--- config.mk ---
export PLATFORM = sky130hd
export DESIGN_NAME = icn_top
export DESIGN_NICKNAME = d
export VERILOG_FILES = /design/src/rtl/icn_pkg.sv /design/src/rtl/icn_wr_dec.sv /design/src/rtl/icn_class_path.sv /design/src/rtl/icn_top.sv
export SDC_FILE = /design/constraint.sdc
export NUM_CORES = 1
export LEC_CHECK = 0
export BUFFER_PORTS_ARGS = -buffer_cell sky130_fd_sc_hd__buf_2
export CORE_ASPECT_RATIO = 1.5
export CORE_MARGIN = 3
export CORE_UTILIZATION = 50
export CTS_CLUSTER_DIAMETER = 200
export DETAILED_ROUTE_END_ITERATION = 7
export HOLD_SLACK_MARGIN = 0.08
export PLACE_DENSITY = 0.74
export RECOVER_POWER = 25
export REMOVE_ABC_BUFFERS = 1
export SYNTH_ARGS = -nofsm -noshare
export SYNTH_HDL_FRONTEND = slang
export SYNTH_SLANG_ARGS = --single-unit
export TNS_END_PERCENT = 100
--- constraint.sdc ---
create_clock -name clk -period 3.4 [get_ports clk]
set_input_delay 0.85 -clock clk [delete_from_list [all_inputs] [get_ports clk]]
set_output_delay 0.85 -clock clk [all_outputs]
set_load 0.02 [all_outputs]
--- src/rtl/icn_pkg.sv ---
package icn_pkg;
    localparam int NSRC     = 20;
    localparam int AW       = 4;
    localparam int DW       = 32;
    localparam int SWI_POS  = 1;
    localparam int RSV_POS  = 15;
    localparam int NREG     = 10;
    localparam int SELW     = $clog2(NSRC);

    typedef enum logic [AW-1:0] {
        A_IRQ_RAW  = 4'd0,
        A_IRQ_SET  = 4'd1,
        A_IRQ_CLR  = 4'd2,
        A_IRQ_STA  = 4'd3,
        A_FIQ_RAW  = 4'd4,
        A_FIQ_SET  = 4'd5,
        A_FIQ_CLR  = 4'd6,
        A_FIQ_STA  = 4'd7,
        A_SEL      = 4'd8,
        A_PROBE    = 4'd9
    } icn_addr_e;

    localparam int CLASS_STRIDE = 4;
endpackage

--- src/rtl/icn_wr_dec.sv ---
module icn_wr_dec #(
    parameter int AW   = 4,
    parameter int NREG = 10
) (
    input  logic [AW-1:0]   addr_i,
    input  logic            we_i,
    output logic [NREG-1:0] stb_o
);
    for (genvar i = 0; i < NREG; i++) begin : g_stb
        assign stb_o[i] = we_i && (addr_i == AW'(i));
    end
endmodule

--- src/rtl/icn_class_path.sv ---
module icn_class_path #(
    parameter int NSRC    = 20,
    parameter bit AGG     = 1'b0,
    parameter int SWI_POS = 1,
    parameter int RSV_POS = 15
) (
    input  logic            clk,
    input  logic            rst_n,
    input  logic [NSRC-1:0] raw_i,
    input  logic            set_we_i,
    input  logic            clr_we_i,
    input  logic [NSRC-1:0] wdata_i,
    output logic [NSRC-1:0] en_o,
    output logic [NSRC-1:0] sta_o,
    output logic            hit_o
);
    localparam logic [NSRC-1:0] ONE    = {{(NSRC-1){1'b0}}, 1'b1};
    localparam logic [NSRC-1:0] LOCKED = ONE | (ONE << SWI_POS) | (ONE << RSV_POS);

    typedef struct packed {
        logic [NSRC-1:0] en;
        logic            hit;
    } path_st_t;

    path_st_t st_d, st_q;
    logic [NSRC-1:0] base;
    logic [NSRC-1:0] sta;

    assign base = raw_i & st_q.en;

    if (AGG) begin : g_agg
        assign sta = {base[NSRC-1:1], |base[NSRC-1:1]};
    end else begin : g_plain
        assign sta = {base[NSRC-1:1], 1'b0};
    end

    always_comb begin
        st_d = st_q;
        if (set_we_i) begin
            st_d.en = st_d.en | (wdata_i & ~LOCKED);
        end
        if (clr_we_i) begin
            st_d.en = st_d.en & ~wdata_i;
        end
        st_d.hit = |sta;
    end

    always_ff @(posedge clk or negedge rst_n) begin
        if (!rst_n) begin
            st_q <= '0;
        end else begin
            st_q <= st_d;
        end
    end

    assign en_o  = st_q.en;
    assign sta_o = sta;
    assign hit_o = st_q.hit;

    p_locked_en_r6: assert property (@(posedge clk) disable iff (!rst_n)
        (en_o & LOCKED) == '0);
    p_set_bits_r2: assert property (@(posedge clk) disable iff (!rst_n)
        (set_we_i && !clr_we_i) |=> ((en_o & $past(wdata_i & ~LOCKED)) == $past(wdata_i & ~LOCKED)));
    p_set_keep_r2: assert property (@(posedge clk) disable iff (!rst_n)
        (set_we_i && !clr_we_i) |=> ((en_o & ~$past(wdata_i)) == ($past(en_o) & ~$past(wdata_i))));
    p_clr_bits_r3: assert property (@(posedge clk) disable iff (!rst_n)
        clr_we_i |=> ((en_o & $past(wdata_i)) == '0));
    p_sta_masked_r4: assert property (@(posedge clk) disable iff (!rst_n)
        (sta_o[NSRC-1:1] & ~raw_i[NSRC-1:1]) == '0);
    p_out_delay_r8: assert property (@(posedge clk) disable iff (!rst_n)
        1'b1 |=> (hit_o == $past(|sta_o)));
endmodule

--- src/rtl/icn_top.sv ---
module icn_top
    import icn_pkg::*;
#(
    parameter int NSRC_P = NSRC,
    parameter int DW_P   = DW
) (
    input  logic              clk,
    input  logic              rst_n,
    input  logic [NSRC_P-1:0] src_i,
    input  logic              swi_i,
    input  logic [AW-1:0]     bus_addr_i,
    input  logic              bus_we_i,
    input  logic [DW_P-1:0]   bus_wdata_i,
    output logic [DW_P-1:0]   bus_rdata_o,
    output logic              irq_o,
    output logic              fiq_o
);
    localparam int SW = $clog2(NSRC_P);
    localparam logic [NSRC_P-1:0] ONE = {{(NSRC_P-1){1'b0}}, 1'b1};
    localparam logic [NSRC_P-1:0] RAW_DROP = ONE | (ONE << SWI_POS) | (ONE << RSV_POS);

    typedef struct packed {
        logic [NSRC_P-1:0] raw;
        logic [SW-1:0]     sel;
    } top_st_t;

    top_st_t st_d, st_q;
    logic [NREG-1:0]   wstb;
    logic [NSRC_P-1:0] en_w  [2];
    logic [NSRC_P-1:0] sta_w [2];
    logic [1:0]        hit_w;
    logic [4:0]        probe;

    icn_wr_dec #(.AW(AW), .NREG(NREG)) u_dec (
        .addr_i (bus_addr_i),
        .we_i   (bus_we_i),
        .stb_o  (wstb)
    );

    for (genvar c = 0; c < 2; c++) begin : g_cls
        localparam int BASE = c * CLASS_STRIDE;
        icn_class_path #(
            .NSRC    (NSRC_P),
            .AGG     (c == 1),
            .SWI_POS (SWI_POS),
            .RSV_POS (RSV_POS)
        ) u_path (
            .clk      (clk),
            .rst_n    (rst_n),
            .raw_i    (st_q.raw),
            .set_we_i (wstb[BASE + 1]),
            .clr_we_i (wstb[BASE + 2]),
            .wdata_i  (bus_wdata_i[NSRC_P-1:0]),
            .en_o     (en_w[c]),
            .sta_o    (sta_w[c]),
            .hit_o    (hit_w[c])
        );
    end

    always_comb begin
        st_d = st_q;
        st_d.raw = src_i & ~RAW_DROP;
        st_d.raw[SWI_POS] = swi_i;
        if (wstb[A_SEL]) begin
            st_d.sel = bus_wdata_i[SW-1:0];
        end
    end

    always_ff @(posedge clk or negedge rst_n) begin
        if (!rst_n) begin
            st_q <= '0;
        end else begin
            st_q <= st_d;
        end
    end

    always_comb begin
        probe = '0;
        for (int i = 0; i < NSRC_P; i++) begin
            if (st_q.sel == SW'(i)) begin
                probe = {sta_w[1][i], sta_w[0][i], en_w[1][i], en_w[0][i], st_q.raw[i]};
            end
        end
    end

    always_comb begin
        bus_rdata_o = '0;
        case (bus_addr_i)
            A_IRQ_RAW, A_FIQ_RAW: bus_rdata_o[NSRC_P-1:0] = st_q.raw;
            A_IRQ_SET:            bus_rdata_o[NSRC_P-1:0] = en_w[0];
            A_FIQ_SET:            bus_rdata_o[NSRC_P-1:0] = en_w[1];
            A_IRQ_STA:            bus_rdata_o[NSRC_P-1:0] = sta_w[0];
            A_FIQ_STA:            bus_rdata_o[NSRC_P-1:0] = sta_w[1];
            A_SEL:                bus_rdata_o[SW-1:0]     = st_q.sel;
            A_PROBE:              bus_rdata_o[4:0]        = probe;
            default:              bus_rdata_o = '0;
        endcase
    end

    assign irq_o = hit_w[0];
    assign fiq_o = hit_w[1];

    p_raw_rsv_r7: assert property (@(posedge clk) disable iff (!rst_n)
        !st_q.raw[RSV_POS] && !st_q.raw[0]);
    p_raw_swi_r1: assert property (@(posedge clk) disable iff (!rst_n)
        1'b1 |=> (st_q.raw[SWI_POS] == $past(swi_i)));
    p_both_out_r9: assert property (@(posedge clk) disable iff (!rst_n)
        ((st_q.raw & en_w[0] & en_w[1]) != '0) |=> (irq_o && fiq_o));
    p_fiq_agg_r5: assert property (@(posedge clk) disable iff (!rst_n)
        sta_w[1][0] == (sta_w[1][NSRC_P-1:1] != '0));
endmodule

==> results.toml, run 1 <==
[outcome]
status = "finished, violations left"
violations = "max-capacitance violations, max-slew violations"

[grt]
antenna_found_initial = 1
grt_pass1_vias = 5250
grt_pass1_wl_mm = 29.6
grt_max_degree = 66
grt_overflow_total = 0
grt_usage_pct = 36.1

[place]
placed_area_um2 = 5420
gp_congestion = 0.986
dp_hpwl_mm = 14.2
port_buffers = 66

[floorplan]
dieArea_um2 = 10600
die_w_um = 85.1
row_count = 42
core_um2 = 8990
ios = 94
start_util_pct = 52.3
fp.dieH_um = 125

[synthesis]
synth_cell_types = 69
synth-simple-area-share_pct = 22.4
synth_xor_area_share_pct = 0
synthArstFlopShare_pct = 100
synth_top_family_by_area = "compound AO/OA/AOI/OAI gates"
avgSynthCellArea_um2 = 8.17
yosys_warnings = 0
synth_fa_ha_area_share_pct = 0
synth_seq_cells = 65
synth-compound-area-share_pct = 29.3
synthMuxAreaShare_pct = 6.05
seq_area_frac_synth_pct = 34.6
synthFlopType = "dfrtp_1"
synth_edf_count = 0
syn_inst = 575
synthesis.area_um2 = 4700

[worst_hold_path]
hold_path.class = "reg -> reg"
hold_path_depth = 1
worstHoldEndpoint = "g_cls[1].u_path.en_o[15]"
hp-start = "g_cls[1].u_path.en_o[15]"

[power_and_ir_drop]
comb_power_share_pct = 40.6
p_clk_share_pct = 26.6
power.density_nw_per_um2 = 562
leakage_nw = 2.55
peakVddDrop_v = 0.000408
p_total_mw = 3.32
seqPwrFrac_pct = 32.8
net-switching-power_mw = 1.34
switching_share_pct = 40.4
p_int_mw = 1.98

[worst_setup_path]
ff2ff_setup_slack_ns = 1.70
cp_max_fo = 14
path_cells = "buf_12 -> or3b_4 -> a211oi_2 -> nor4b_2 -> buf_4 -> o311ai_4 -> a221oi_2 -> o21bai_1 -> buf_4"
max_stage_delay_ns = 0.45
endpoint_kind = "output port"
critPathTopFamily = "compound AO/OA/AOI/OAI gates"
crit_top_cell = "buf_4"
critPathBufInv = 3
startpoint_type = "register"
worst_path_max_delay_cell = "dfrtp_2"
critPathArrivalTime_ns = 2.53
r2r_cells = 4
required_ns = 2.55
reg2reg_to = "g_cls[1].u_path.hit_o"
crit_type = "reg -> out"

[layout]
layout-drive-gt1-share_pct = 28.7
stdcell_area_um2 = 5910
final_util_pct = 65.8
final_common_cell = "a21oi_1"
fin_nets = 738
syn2layout_area_growth_pct = 25.9
final_cell_mix = "83 x a21oi_1, 65 x buf_4, 64 x nand2_1, 64 x dfrtp_1, 64 x buf_2"

[clock_tree]
cts_sinks = 65
cts_made_buffers = 9
cts-htree-levels = 3
cts_hold_buf = 0
cts.clk_slew.worst_paths_ns = 0.06
cts_root_buf = "clkbuf_16"
clockBufferDepth = 2
cts_tree = "built"
clock_latency_ns = 0.34

[sta]
fin_setup_tns_ns = 0
max-slew-margin-rel_pct = -8.36
finalMaxSlewViolations = 66
hold_viol_final = 0
worst_pin_slew_ns = 1.63
finalSetupViolations = 0
clock.fmax_mhz = 296
period_minus_slack_ns = 3.38
rsz0062_at_grt = "true"
skew_ns = 0.00585
period_share_pct = 99.5
whs_ns = 0.566

[route]
drc = 0
drt_pass1_iterations = 6
vias = 5300
ant_nets = 0
wl_per_cell_um = 24.0
viasPerCell = 6.68
wirelength_mm = 19.1
initialDrtViolationCount = 630

[job]
drv_cap = 1
## routing by layer
metal / up-vias / routed length (um) / GRT usage (%) / part of all wire (%)
met5: - / 0 / 0 / 0
met4: 0 / 914 / 16.3 / 4.8
met3: 72 / 1610 / 5.69 / 8.4
met2: 323 / 9550 / 60.5 / 50
met1: 2578 / 7010 / 44.9 / 37
li1: 2327 / - / - / -
## worst register-to-register path, cell delays in order (launching register included)
cell and delay (ns):
dfrtp_1 0.49, a22oi_1 0.33, nand3_1 0.14, nor3_1 0.27
nand4b_1 0.27
## cells in the mapped netlist, types with 3 or more instances
| library cell | count | share of area (%) |
|---|---|---|
| nand4_1 | 6 | 0.80 |
| buf_4 | 17 | 2.7 |
| a21boi_0 | 10 | 1.6 |
| a2111oi_0 | 4 | 0.75 |
| buf_6 | 3 | 0.72 |
| nor3_1 | 12 | 1.3 |
| nand2b_1 | 8 | 1.1 |
| a211oi_1 | 6 | 0.96 |
| nand3_1 | 14 | 1.5 |
| and3_1 | 4 | 0.53 |
| a21oi_1 | 83 | 8.8 |
| inv_1 | 12 | 0.96 |
| dfrtp_1 | 65 | 35 |
| a22oi_1 | 10 | 1.6 |
| nor2b_1 | 26 | 3.5 |
| clkbuf_1 | 13 | 1.0 |
| o31ai_1 | 4 | 0.64 |
| nand2_1 | 65 | 5.2 |
| a31oi_1 | 12 | 1.6 |
| o22ai_1 | 23 | 3.1 |
| mux2_2 | 7 | 1.7 |
| nor2_1 | 25 | 2.0 |
| o21ai_0 | 29 | 3.1 |
| nand3b_1 | 3 | 0.48 |
| o22a_1 | 4 | 0.75 |
| and2_1 | 4 | 0.53 |
| o21ai_1 | 4 | 0.43 |
| a221oi_1 | 3 | 0.56 |
| mux2i_1 | 19 | 4.0 |
| a32oi_1 | 3 | 0.56 |
| buf_2 | 17 | 1.8 |
| o211ai_1 | 6 | 0.96 |
## metrics by stage
step           worst slack [ns]  cells
6_report                 0.0166    794
5_1_grt                 -0.0616    793
4_1_cts                  0.0187    790
3_5_place_dp             0.0620    773
3_3_place_gp          -0.000600    773
2_1_floorplan             0.103    533
## kinds of logic after synthesis
family                 count (synthesis)
AO/OA/AOI/OAI                        222
buffers and inverters                 65
flip-flops                            65
multiplexers                          27
other                                  1
AND/OR/NAND/NOR                      195
## repair_timing
action / 4_1_cts / 5_1_grt
pin swaps: 2 / 7
setup endpoints to repair: 2 / 5
setup buffers: 1 / 3
gates resized for setup: 21 / 23
## layout make-up
cell class / instances / area [um^2]
antenna: 1 / 2.50
clock buffer: 10 / 239
clock inverter: 6 / 43.8
fill: 776 / 3070
inverter: 12 / 45.0
multi-input combinational: 456 / 2930
sequential: 65 / 1630
tap: 110 / 138
timing repair buffer: 134 / 885
## power by group through the flow
stage          clock network (mW)  logic [mW]  registers, mW
6_report                    0.883        1.35           1.09
5_1_grt                     0.917        1.44           1.10
4_1_cts                     0.883        1.27           1.08
3_5_place_dp                    0        1.20           1.09
3_3_place_gp                    0        1.18           1.09
2_1_floorplan                   0       0.604           1.09
## worst max path at each step
stage	start	end	depth (start not counted)
floorplan	st_q[0]	bus_rdata_o[2]	6
global placement	st_q[1]	bus_rdata_o[3]	9
detailed placement	st_q[1]	bus_rdata_o[3]	9
CTS	st_q[0]	bus_rdata_o[2]	9
global route	st_q[4]	bus_rdata_o[1]	8
finish	st_q[2]	bus_rdata_o[2]	9
(Power assumes the default switching activity.)
==> inputs of run 2 (changes only) <==
--- a/config.mk
+++ b/config.mk
@@ -9,6 +9,7 @@
 export CORE_ASPECT_RATIO = 1.5
 export CORE_MARGIN = 3
 export CORE_UTILIZATION = 50
+export CTS_BUF_LIST = sky130_fd_sc_hd__clkbuf_8
 export CTS_CLUSTER_DIAMETER = 200
 export DETAILED_ROUTE_END_ITERATION = 7
 export HOLD_SLACK_MARGIN = 0.08
==> run 2 against run 1 <==
  * The flow finishes with violations (max-capacitance violations, max-slew violations, negative setup slack)
  * Via count increased by 0.60%
  * First-iteration DRC count decreased by 3.7%
  * Setup slack got worse by 0.046 ns
  * Maximum frequency decreased by 1.3%
  * Largest cell class unchanged
==> results.toml, run 2 (synthesis results as in run 1) <==
[outcome]
status = "finished, violations left"
violations = "max-capacitance violations, max-slew violations, negative setup slack"

[route]
initialDrtViolationCount = 607
vias = 5332
wl_per_cell_um = 24.1
wirelength_mm = 19.2
drc = 0
viasPerCell = 6.69
drt_pass1_iterations = 5
ant_nets = 0

[worst_hold_path]
hold_path.class = "reg -> reg"
hold_path_depth = 1
hp-start = "g_cls[1].u_path.en_o[15]"

[grt]
grt_pass1_wl_mm = 29.5
antenna_found_initial = 1
grt_pass1_vias = 5272
grt_usage_pct = 36.0
grt_overflow_total = 0
grt_max_degree = 66

[place]
placed_area_um2 = 5420
dp_hpwl_mm = 14.2
gp_congestion = 0.986
port_buffers = 66
placedCellCount = 773

[layout]
seqCellArea_um2 = 1630
syn2layout_area_growth_pct = 25.0
antenna-diode-count = 0
multiInputGateArea_um2 = 2940
stdcell_count = 797
fillCellCount = 779
final_cell_mix = "83 x a21oi_1, 69 x buf_4, 65 x nand2_1"
final_common_cell = "a21oi_1"
fin_nets = 742
stdcell_area_um2 = 5870
final_util_pct = 65.3
layout-drive-gt1-share_pct = 29.5

[power_and_ir_drop]
leakage_nw = 2.53
p_total_mw = 3.10
peakVddDrop_v = 0.000342
power.density_nw_per_um2 = 528

[sta]
fin_setup_tns_ns = -0.0294
period_minus_slack_ns = 3.43
worst_pin_slew_ns = 1.65
hold_viol_final = 0
skew_ns = 0.00769
finalMaxSlewViolations = 66
period_share_pct = 101
rsz0062_at_grt = "true"
max-slew-margin-rel_pct = -9.77
finalSetupViolations = 1
setup_ws_ns = -0.0294
clock.fmax_mhz = 292

[floorplan]
core_um2 = 8990
fp.dieH_um = 125
start_util_pct = 52.3
ios = 94
row_count = 42
dieArea_um2 = 10600
die_w_um = 85.1

[worst_setup_path]
max_stage_delay_ns = 0.46
crit_type = "reg -> out"
critPathArrivalTime_ns = 2.58
startpoint = "st_q[2]"
required_ns = 2.55
crit_top_cell = "buf_4"
cp_max_fo = 14
worst_path_max_delay_cell = "dfrtp_2"
r2r_cells = 4
endpoint_kind = "output port"
startpoint_type = "register"
path_cells = "buf_12 -> or3b_1 -> a211oi_2 -> nor4b_2 -> buf_4 -> o311ai_4 -> a221oi_2 -> o21bai_1 -> buf_4"

[clock_tree]
cts_hold_buf = 0
cts_sinks = 65
cts_tree = "built"
clockBufferDepth = 2
cts_root_buf = "clkbuf_8"
cts-htree-levels = 3
cts.clk_slew.worst_paths_ns = 0.08
clock_latency_ns = 0.36
cts_made_buffers = 9

[job]
drv_cap = 1
==> run 2: cell count changes in the layout (fill, tap and decap cells not counted), moves of 2 or more <==
cell	previous run	this run
clkbuf_8	1	10
clkbuf_16	9	1
buf_4	65	69
o21ai_1	7	5
o21ai_0	26	28
buf_2	64	62
==> run 2: critical path: cells and delay by family (launching register included) <==
kind / cells / cell delay [ns]
compound gates: 4 / 0.80
simple gates: 2 / 0.46
flops: 1 / 0.46
buf+inv: 3 / 0.49
==> run 2: final timing paths <==
check                                            to  slack, ns
setup / recovery                     bus_rdata_o[2]      -0.03
hold / removal             g_cls[1].u_path.en_o[15]       0.57
setup reg to reg              g_cls[1].u_path.hit_o       1.69
hold reg to reg            g_cls[1].u_path.en_o[15]       0.57
max in group asynchronous                   st_q[1]       1.30
min in group asynchronous                  st_q[11]       0.98
==> run 2: power breakdown <==
part / switching [mW] / total (mW) / leakage, nW / internal (mW)
Combinational: 0.788 / 1.39 / 1.67 / 0.598
Clock: 0.339 / 0.623 / 0.0805 / 0.284
Sequential: 0.198 / 1.09 / 0.788 / 0.895
Total: 1.32 / 3.10 / 2.53 / 1.78
==> run 2: metal layers <==
layer | vias up | GRT usage, % | wire length, um
met1 | 2571 | 44.8 | 7140
li1 | 2343 | - | -
met3 | 80 | 6.29 | 1660
met4 | 2 | 17.8 | 940
met2 | 336 | 59.3 | 9430
met5 | - | 0 | 7
==> run 2: final cells by class <==
| class | instances | share of cell area [%] |
|---|---|---|
| Clock buffer | 10 | 2.34 |
| Inverter | 12 | 0.767 |
| Multi-Input combinational cell | 456 | 50.0 |
| Tap cell | 110 | 2.34 |
| Timing Repair Buffer | 138 | 16.0 |
| Sequential cell | 65 | 27.7 |
| Clock inverter | 6 | 0.746 |
==> run 2: repair_timing <==
item,4_1_cts,5_1_grt
setup buffers,1,6
setup endpoints to repair,4,5
pin swaps,5,5
cloned,0,1
gates resized for setup,25,22
==> run 2: metrics by stage <==
| step | setup WS [ns] | hold WS, ns |
|---|---|---|
| detailed placement | 0.0620 | 0.552 |
| global placement | -0.000600 | 0.556 |
| CTS | 0.00848 | 0.563 |
| finish | -0.0294 | 0.571 |
| floorplan | 0.103 | 0.520 |
| global route | -0.0871 | 0.576 |
==> inputs of run 3 (changes only) <==
--- a/config.mk
+++ b/config.mk
@@ -8,14 +8,14 @@
 export BUFFER_PORTS_ARGS = -buffer_cell sky130_fd_sc_hd__buf_2
 export CORE_ASPECT_RATIO = 1.5
 export CORE_MARGIN = 3
-export CORE_UTILIZATION = 50
+export CORE_UTILIZATION = 25
 export CTS_BUF_LIST = sky130_fd_sc_hd__clkbuf_8
 export CTS_CLUSTER_DIAMETER = 200
 export DETAILED_ROUTE_END_ITERATION = 7
 export HOLD_SLACK_MARGIN = 0.08
-export PLACE_DENSITY = 0.74
 export RECOVER_POWER = 25
 export REMOVE_ABC_BUFFERS = 1
+export SETUP_SLACK_MARGIN = 0.15
 export SYNTH_ARGS = -nofsm -noshare
 export SYNTH_HDL_FRONTEND = slang
 export SYNTH_SLANG_ARGS = --single-unit
==> run 3 against run 2 <==
  * The flow still finishes with violations (max-capacitance violations, max-slew violations, negative setup slack)
  * Setup slack worse by 0.10 ns
  * Final cell count is 19% higher
  * Highest routed layer is now met4
  * Register-to-register slack better by 0.10 ns
  * Critical endpoint unchanged
  * Via count is 3.5% lower
  * First-iteration DRC count is 9.1% lower
  * Die area is 93% higher
  * Clock power is 13% higher
  * Hold slack worse by 0.015 ns
  * Utilization is 31 points lower
==> results.toml, run 3 (synthesis results as in run 1) <==
[sta]
setup_ws_ns = -0.134
finalSetupViolations = 3
rsz0062_at_grt = "true"
clock.fmax_mhz = 283
fin_setup_tns_ns = -0.292
hold_viol_final = 0
finalMaxSlewViolations = 34
period_share_pct = 104
worst_pin_slew_ns = 2.00
skew_ns = 0.00815
period_minus_slack_ns = 3.53
max-slew-margin-rel_pct = -33.6

[power_and_ir_drop]
leakage_nw = 2.64
comb_power_share_pct = 45.3
power.density_nw_per_um2 = 522
switching_share_pct = 42.6
p_total_mw = 3.28
p_clk_share_pct = 21.4
seqPwrFrac_pct = 33.3
p_int_mw = 1.88
net-switching-power_mw = 1.40
peakVddDrop_v = 0.000169

[clock_tree]
cts_made_buffers = 9
cts_tree = "built"
cts.clk_slew.worst_paths_ns = 0.08
cts_root_buf = "clkbuf_8"
clock_latency_ns = 0.36
cts_sinks = 65
cts_hold_buf = 0
cts-htree-levels = 3
clockBufferDepth = 2

[layout]
fin_nets = 756
stdcell_area_um2 = 6280
layout-drive-gt1-share_pct = 32.7
final_cell_mix = "82 x a21oi_1, 80 x buf_4, 64 x nand2_1"
antenna-diode-count = 0
fillCellCount = 1958
final_common_cell = "a21oi_1"
final_util_pct = 34.6
syn2layout_area_growth_pct = 33.7

[worst_setup_path]
startpoint_type = "register"
worst_path_max_delay_cell = "or4_4"
critPathTopFamily = "compound AO/OA/AOI/OAI gates"
endpoint_kind = "output port"
critPathArrivalTime_ns = 2.68
crit_top_cell = "buf_4"
cp_max_fo = 6
required_ns = 2.55
path_cells = "buf_4 -> or4_4 -> o32ai_4 -> nor4b_2 -> buf_4 -> o311ai_4 -> a221oi_2 -> o21bai_1 -> buf_4"
max_stage_delay_ns = 0.53
crit_type = "reg -> out"
critPathBufInv = 3

[outcome]
status = "finished, violations left"
violations = "max-capacitance violations, max-slew violations, negative setup slack"

[grt]
grt_usage_pct = 20.6
grt_pass1_vias = 5168
grt_pass1_wl_mm = 32.3
antenna_found_initial = 0
grt_max_degree = 35
grt_overflow_total = 0

[route]
ant_nets = 0
vias = 5144
wirelength_mm = 21.0
drt_pass1_iterations = 6
viasPerCell = 5.42
drc = 0
initialDrtViolationCount = 552
wl_per_cell_um = 22.2

[place]
dp_hpwl_mm = 16.4
gp_congestion = 1.01
placed_area_um2 = 5660
port_buffers = 66
post-place-ws_ns = 0.0655

[floorplan]
fp.dieH_um = 174
core_um2 = 18200
die_w_um = 118
dieArea_um2 = 20500
row_count = 60
ios = 94
start_util_pct = 25.9

[worst_hold_path]
hold_path.class = "reg -> reg"

[job]
drv_cap = 1
==> run 3: cell count changes in the layout (fill, tap and decap cells not counted), sizes merged <==
cell and change:
buf +15, clkinvlp -3, clkbuf -2, inv +2, bufinv +1, clkinv +1
==> run 3: path summary, 6_finish.rpt <==
check                                        start                      end  slack, ns  cells past startpoint
min reg2reg                g_cls[1].u_path.en_o[0]  g_cls[1].u_path.en_o[0]       0.56                      1
min in group asynchronous                    rst_n                  st_q[8]       1.05                      1
max in group asynchronous                    rst_n                  st_q[0]       1.06                      1
max                                        st_q[0]           bus_rdata_o[2]      -0.13                      9
max reg2reg                                st_q[8]    g_cls[1].u_path.hit_o       1.79                      4
min                        g_cls[1].u_path.en_o[0]  g_cls[1].u_path.en_o[0]       0.56                      1
==> run 3: routing by layer <==
layer	GRT usage [%]	up-vias	share of wire (%)
met4	11.8	0	5.7
met5	0	-	0
met3	3.23	58	4.9
met2	36.0	240	51
met1	23.8	2478	38
li1	-	2368	-
==> run 3: power groups by stage <==
stage | Clock [mW] | Combinational (mW) | Sequential (mW)
floorplan | 0 | 0.604 | 1.09
global placement | 0 | 1.26 | 1.10
detailed placement | 0 | 1.26 | 1.10
CTS | 0.721 | 1.42 | 1.09
global route | 0.750 | 1.59 | 1.11
finish | 0.702 | 1.48 | 1.09
==> run 3: cell type report <==
cell class | count | area (um^2) | share of cell area, %
Inverter | 12 | 50.0 | 0.797
Tap cell | 248 | 310 | 4.94
Clock inverter | 7 | 77.6 | 1.24
Clock buffer | 9 | 124 | 1.97
Multi-Input combinational cell | 456 | 3040 | 48.4
Timing Repair Buffer | 152 | 1050 | 16.7
Sequential cell | 65 | 1630 | 26.0
==> run 3: timing repair <==
item                                    in CTS  in global routing
cloned                                       0                  0
gates resized for setup                     60                 19
pin swaps                                   14                 18
buffers inserted                             9                  3
endpoints found under the setup margin       5                  5
==> run 3: per-stage QoR <==
step | hold WS [ns] | std cells
after CTS | 0.561 | 946
after global placement | 0.537 | 921
after floorplan | 0.520 | 533
final | 0.557 | 949
after detailed placement | 0.548 | 921
after global routing | 0.574 | 949
